===== src/rtl/spi_burst_reader.sv =====
module spi_burst_reader #(
  parameter int NCH      = 4,
  parameter int SCK_HALF = 2
) (
  input  logic             clk,
  input  logic             rst_n,
  input  logic             start,
  input  logic [NCH-1:0]   chan_en,
  output logic             sclk,
  output logic             cs_n,
  output logic             mosi,
  input  logic             miso,
  output logic             busy,
  output logic             done,
  output logic [16*NCH-1:0] results,
  output logic [NCH-1:0]   crc_err
);
  localparam int CW = (NCH > 1) ? $clog2(NCH) : 1;
  localparam int DW = $clog2(2*SCK_HALF) + 1;

  typedef enum logic [1:0] {S_IDLE, S_LOAD, S_XFER, S_GAP} state_t;
  state_t st;

  logic [31:0]    tx_sr, rx_sr;
  logic [4:0]     bitc;
  logic [DW-1:0]  divc;
  logic [NCH-1:0] pend;
  logic [CW-1:0]  cur, own, nxt;
  logic           sel_v, own_v, last;

  function automatic logic [7:0] crc8(input logic [23:0] d);
    logic [7:0] c;
    c = 8'h00;
    for (int i = 23; i >= 0; i--) begin
      if (c[7] ^ d[i]) c = {c[6:0], 1'b0} ^ 8'h07;
      else             c = {c[6:0], 1'b0};
    end
    return c;
  endfunction

  always_comb begin
    nxt = '0;
    for (int i = NCH-1; i >= 0; i--)
      if (pend[i]) nxt = CW'(i);
  end

  logic        has_sel;
  logic [23:0] sel_word;
  logic [31:0] next_frame;
  logic        rx_bad;

  assign has_sel    = |pend;
  assign sel_word   = {8'h41, 8'h00, 8'h26 + 8'(nxt)};
  assign next_frame = has_sel ? {sel_word, crc8(sel_word)} : 32'h0;
  assign rx_bad     = rx_sr[7:0] != crc8(rx_sr[31:8]);

  assign cs_n = (st != S_XFER);
  assign busy = (st != S_IDLE);
  assign mosi = tx_sr[31];

  always_ff @(posedge clk or negedge rst_n) begin
    if (!rst_n) begin
      st <= S_IDLE; tx_sr <= '0; rx_sr <= '0; bitc <= '0; divc <= '0;
      pend <= '0; cur <= '0; own <= '0; sel_v <= 1'b0; own_v <= 1'b0;
      last <= 1'b0; sclk <= 1'b0; done <= 1'b0; results <= '0; crc_err <= '0;
    end else begin
      case (st)
        S_IDLE: begin
          done <= 1'b0;
          if (start) begin
            crc_err <= '0;
            if (chan_en == '0) done <= 1'b1;
            else begin
              pend  <= chan_en;
              sel_v <= 1'b0;
              st    <= S_LOAD;
            end
          end
        end
        S_LOAD: begin
          tx_sr <= next_frame;
          last  <= ~has_sel;
          own   <= cur;
          own_v <= sel_v;
          sel_v <= has_sel;
          if (has_sel) begin
            cur  <= nxt;
            pend <= pend & (pend - 1'b1);
          end
          bitc <= '0;
          divc <= '0;
          st   <= S_XFER;
        end
        S_XFER: begin
          if (divc == DW'(SCK_HALF-1)) begin
            divc <= '0;
            sclk <= ~sclk;
            if (!sclk) rx_sr <= {rx_sr[30:0], miso};
            else if (bitc == 5'd31) begin
              st <= S_GAP;
              if (own_v) begin
                results[16*own +: 16] <= rx_sr[23:8];
                crc_err[own]          <= rx_bad;
              end
            end else begin
              bitc  <= bitc + 1'b1;
              tx_sr <= {tx_sr[30:0], 1'b0};
            end
          end else divc <= divc + 1'b1;
        end
        S_GAP: begin
          if (divc == DW'(2*SCK_HALF-1)) begin
            divc <= '0;
            if (last) begin
              done <= 1'b1;
              st   <= S_IDLE;
            end else st <= S_LOAD;
          end else divc <= divc + 1'b1;
        end
        default: st <= S_IDLE;
      endcase
    end
  end
endmodule


===== config.mk =====
export PLATFORM = sky130hd
export DESIGN_NAME = spi_burst_reader
export DESIGN_NICKNAME = d
export VERILOG_FILES = /design/src/rtl/spi_burst_reader.sv
export SDC_FILE = /design/constraint.sdc
export NUM_CORES = 1
export LEC_CHECK = 0
export CAP_MARGIN = 15
export CELL_PAD_IN_SITES_DETAIL_PLACEMENT = 1
export CELL_PAD_IN_SITES_GLOBAL_PLACEMENT = 1
export CORE_MARGIN = 2
export CORE_UTILIZATION = 47
export DETAILED_ROUTE_END_ITERATION = 8
export PLACE_DENSITY = 0.93
export SYNTH_ARGS = -nofsm -noshare
export SYNTH_HDL_FRONTEND = slang
export SYNTH_SLANG_ARGS = --single-unit

===== constraint.sdc =====
create_clock -name clk -period 5.25 [get_ports clk]
set_clock_uncertainty 0.2 [all_clocks]
set_input_delay 0.525 -clock clk [delete_from_list [all_inputs] [get_ports clk]]
set_output_delay 0.525 -clock clk [all_outputs]
set_load 0.02 [all_outputs]

==> results.md, run 1 <==
* Status: finished, final reports clean
* Mapped Avg Cell Area at 10.1 um^2
* Yosys cell types at 45
* Cells after synthesis at 717
* Root Driver: clkbuf_16
* Die H at 128 um
* Max VDD drop at 261 uV
* Drt pass-1 iters at 4
* Die ar. at 16300 um^2
* Instance count on the critical path at 7
* Crit path launch type: flip-flop
* Cts repair resizes at 0
* CP max stage delay at 560 ps
* CTS max path bufs at 2
* # H-tree levels at 4
* Clk_lat worst skew at 450 ps
* PortBufs at 80
* Static Leak at 0.00395 uW
* Cts bufs inserted at 17
* Syn nets at 742
* Tcrit/Tclk final at 63.0%
* Min Tclk post-route at 3310 ps
* Final setup viols at 0
* Commonest non-fill, non-tap cell in the layout: nand2_1
* Hold path depth at 2
* Final-report max-slew violation count at 0
* DP Worst Slack at 2010 ps
* Post-Place Cell Area at 8150 um^2
* Area delta synth->final at 21.0%
* Vias in the first global route at 6061
* Final WS setup at 1940 ps
* Initial antenna violation count at 0
* CTS tree: done
* Gr ovfl total at 0
* CP Buf/Inv Count at 0
* Most frequent cells in the layout: nand2_1 (198), dfrtp_1 (155), o21ai_0 (86)
* Fraction of layout instances using a drive strength above 1 at 10.8%
* Most Crowded Layer GR: met2
* Met1 usage at 31.2%
* Worst reg-to-reg path cell count at 7
* Row count at 45
* Max_cap viols at 0
* Worst setup EP type: flip-flop
* GR Layer Usage met3 at 5.72%
* #FFs+latches synth at 155
* Crit path arrival time at 3420 ps
* Slew headroom at 32.6%
* Unrepaired setup endpoints after global routing: false
* N_diodes at 0
* Tot Pwr at 2470 uW
* Design area at 8720 um^2
* Io pins at 81
* Worst path slowest cell: a2111oi_2
* Top cell type's share of synthesized area at 53.8%
* First-pass GRT wire length at 32900 um
* Leading area contributor after synthesis: dfrtp_1
* Met2 global-route usage at 47.3%
* Util after Layout at 57.8%
* Seq/Total Area, Yosys at 53.8%
* Syn. warnings at 0
* Antenna viol nets, final at 0
* HP Class: flip-flop to flip-flop
* Critical path class: flip-flop to flip-flop
* Via count at 5596
* DR iter-0 viols at 322
* Final #Nets at 811
* Mapped cell area at 7210 um^2
* CP delay by family, top: XOR/XNOR gates
* Avg Vias per Cell at 5.67
* Global-route usage over all layers at 26.4%
* Final-report hold violation count at 0
* CP max FO at 9
* Setup TNS at 0 ps
* Worst Tran Pin Value at 1010 ps
* Core region area at 15100 um^2
* Pwr/cell area at 283 nW/um^2
* Remaining DRCs at 0
* Final wirelength at 20200 um
* TritonCTS Sinks at 155
* HPWL Detailed at 13300 um
* Max Fclk at 0.303 GHz
* Register clock-pin slew on the reported worst setup and hold paths at 60 ps
* Cell chain of the critical path: xor2_1, xnor3_2, xnor3_2, xnor2_1, or3_4, a2111oi_2, a21oi_1
* CP dominant cell by count: xnor3_2
* Initial Util at 47.8%
* Largest net degree at the start of global routing at 91
* WL/cell at 20.5 um
* Die W at 128 um
* Critical Path RT at 5360 ps
* GPL Wtd Cong at 0.814
* Main area contributors after synthesis: dfrtp_1 (54%), nand2_1 (10%), o21ai_0 (6.0%)
-- cell type report --
cell class	count	area, um^2
Timing Repair Buffer	88	865
Sequential cell	155	3880
Inverter	13	48.8
Clock buffer	19	443
Clock inverter	13	118
Fill cell	1657	6370
Tap cell	188	235
Multi-Input combinational cell	511	3140
-- logic make-up after synthesis --
logic type	count (synthesis)	share of synthesized area, %
AOI/OAI and AO/OA	127	9.58
xor gates and xnor gates	52	8.92
adders and majority gates	17	2.95
buffers and inverters	51	2.78
DFF	155	53.8
muxes	37	5.78
and+or+nand+nor	278	16.2
-- registers in the layout, summed over array words and instances (netlist names), 2 cells and up --
signal	flops
own	2
st	2
rx_sr	32
tx_sr	32
bitc	5
pend	4
divc	3
results	64
crc_err	4
cur	2
-- worst register-to-register path, stage by stage, from the launching register on --
cell and delay, ps:
dfrtp_1 540, xor2_1 240, xnor3_2 510, xnor3_2 420, xnor2_1 170, or3_4 360
a2111oi_2 560, a21oi_1 150
-- synthesized netlist by cell type (all sizes together) --
library cell and instances:
a2111o 1, o31a 1, a21oi 23, a211oi 1
nor3b 6, nor4b 1, nand4 1, a31oi 1
and2 1, and3 3, or3 2, inv 13
or3b 1, nor4 1, nor2 25, a22o 2
nand2 198, ha 17, buf 7, o22ai 2
xor2 9, o2111ai 1, mux2 37, clkbuf 31
o31ai 1, nand3b 1, o21a 1, o21ai 87
dfrtp 155, nor3 4, nand2b 4, nor2b 2
xnor3 11, or4 2, a2111oi 1, nand3 26
a21o 5, xnor2 32
-- what timing repair did --
action                                 CTS  global route
setup buffers                            0             0
hold buffers                             1             0
endpoints found under the hold margin   89             0
-- path summary, 6_finish.rpt --
check / from / to / slack (ps)
max: rx_sr[20] / crc_err[0] / 1940
min: tx_sr[14] / tx_sr[15] / 280
max reg2reg: rx_sr[20] / crc_err[0] / 1940
min reg2reg: tx_sr[14] / tx_sr[15] / 280
max in group asynchronous: rst_n / rx_sr[25] / 2990
min in group asynchronous: rst_n / results[4] / 510
-- report_power, final --
part           total, uW  internal, uW  switching [uW]
sequential          1210          1200            12.1
clock               1190           666             527
combinational       64.5          23.6            40.9
total               2470          1890             580
-- metal layers --
layer | routed length (um) | vias up
met3 | 921 | 36
met4 | 470 | 0
met5 | 0 | -
met1 | 8020 | 2861
li1 | - | 2531
met2 | 10800 | 168
-- stage by stage --
step / cells / hold slack [ps]
final: 987 / 281
after CTS: 987 / 282
after global routing: 987 / 304
after floorplan: 717 / 29.4
after detailed placement: 954 / 266
after global placement: 954 / 248
(Power assumes the default switching activity.)
==> run 2: changes to the inputs <==
Settings changed: CORE_UTILIZATION 47 to 40, PLACE_DENSITY 0.93 to 0.85.
Clock period 5.25 ns to 2.92 ns, I/O delays scaled along.
==> results.md, run 2 (synthesis results as in run 1) <==
* Most frequent cells in the layout: nand2_1 (198), dfrtp_1 (151), o21ai_0 (86)
* Cell count after placement at 1026
* Die W at 138 um
* Unrepaired setup endpoints after global routing: true
* Cts bufs inserted at 17
* Worst setup EP type: flip-flop
* Worst Tran Pin Value at 740 ps
* Drt pass-1 iters at 4
* Critical path class: flip-flop to flip-flop
* HP Class: input pin to async pin
* Clk_lat worst skew at 430 ps
* Uppermost layer routed: met4
* # H-tree levels at 4
* Design area at 9170 um^2
* CP Buf/Inv Count at 0
* Die H at 138 um
* First-pass GRT wire length at 32600 um
* Fraction of layout instances using a drive strength above 1 at 16.3%
* Root Driver: clkbuf_16
* Setup TNS at 0 ps
* CTS max path bufs at 2
* Avg Vias per Cell at 5.21
* Max Fclk at 0.345 GHz
* Row count at 49
* Final setup viols at 0
* CP max stage delay at 440 ps
* Top flop regs: results x64, rx_sr x32, tx_sr x32
* Final-report max-slew violation count at 0
* DR iter-0 viols at 172
* HPWL Detailed at 13300 um
* Static Leak at 0.00415 uW
* Met2 wire len at 10100 um
* Largest reg by FF count: results
* Crit path launch type: flip-flop
* Register clock-pin slew on the reported worst setup and hold paths at 70 ps
* Min Tclk post-route at 2900 ps
* Final-report hold violation count at 0
* Util after Layout at 51.4%
* WL/cell at 18.7 um
* Initial antenna violation count at 0
* Hold Slack at 191 ps
* Final std cells w/o fill at 1065
* GPL Wtd Cong at 0.816
* Global-route usage over all layers at 21.5%
* Max VDD drop at 396 uV
* Antenna viol nets, final at 0
* TritonCTS Sinks at 155
* Area delta synth->final at 27.2%
* Cell chain of the critical path: xnor2_2, xnor3_2, xnor3_2, xnor2_1, or3_4, a2111o_1, and3_1
* Final #Nets at 848
* Largest net degree at the start of global routing at 60
* CTS tree: done
* Core region area at 17800 um^2
* CP max FO at 4
* N_diodes at 0
* Via count at 5545
* Gr ovfl total at 0
* Critical Path RT at 3040 ps
* Commonest non-fill, non-tap cell in the layout: nand2_1
* Vias in the first global route at 6042
* Io pins at 81
* CP delay by family, top: XOR/XNOR gates
* Pwr/cell area at 487 nW/um^2
* Final wirelength at 19900 um
* Initial Util at 40.4%
* Slew headroom at 50.0%
* Tcrit/Tclk final at 99.2%
* PortBufs at 80
* Status: finished, final reports clean
* Remaining DRCs at 0
* Met3 wire len at 738 um
* Met1 WL at 8570 um
* Worst path slowest cell: dfrtp_2
* Die ar. at 19100 um^2
* CP dominant cell by count: xnor3_2
* Post-Place Cell Area at 8460 um^2
* Largest register FFs at 64
* Max_cap viols at 0
* Crit path arrival time at 3010 ps
## run 2: cell count changes in the layout (fill, tap and decap cells not counted), moves of 3 or more
cell / delta
buf_4: +35
dfrtp_1: -4
dfrtp_2: +4
clkinv_2: -3
xnor2_1: -3
xnor3_1: -3
xnor3_2: +3
## run 2: area by class of cell
type | count | area (um^2)
fill | 1972 | 8680
sequential | 155 | 3880
multi-input combinational | 511 | 3200
timing repair buffer | 125 | 1170
clock buffer | 21 | 460
tap | 229 | 287
clock inverter | 11 | 110
inverter | 13 | 52.6
## run 2: timing repair
item                                    4_1_cts  5_1_grt
resized for setup                             5       11
pin swaps                                     1        3
buffers inserted                              0        6
endpoints found under the setup margin        4        5
hold buffers                                  1        0
hold endpoints to repair                     56        0
## run 2: power breakdown
group	switching [uW]	internal, uW	total, uW
Combinational	79.4	49.2	129
Sequential	18.0	2160	2180
Clock	934	1230	2160
Total	1030	3440	4470
## run 2: per-stage QoR
stage / worst slack [ps] / power [uW]
2_1_floorplan: 62.2 / 2260
3_3_place_gp: 81.3 / 2330
3_5_place_dp: -92.6 / 2340
4_1_cts: 4.08 / 4490
5_1_grt: -47.2 / 4590
6_report: 24.0 / 4470
## run 2: path summary, 6_finish.rpt
| path | start | end | slack (ps) | depth (start not counted) |
|---|---|---|---|---|
| worst max register to register | rx_sr[27] | crc_err[3] | 20 | 7 |
| worst min register to register | tx_sr[6] | tx_sr[7] | 270 | 2 |
| worst min-delay path | rst_n | results[9] | 190 | 2 |
| max in group asynchronous | rst_n | pend[0] | 1550 | 3 |
| min in group clk | chan_en[2] | pend[2] | 230 | 3 |
| worst max-delay path | rx_sr[27] | crc_err[3] | 20 | 7 |
## run 2: metal layers
| layer | global-route usage, % | vias to the layer above |
|---|---|---|
| met2 | 37.1 | 130 |
| li1 | - | 2602 |
| met3 | 4.75 | 38 |
| met5 | 0 | - |
| met4 | 7.52 | 0 |
| met1 | 26.8 | 2775 |
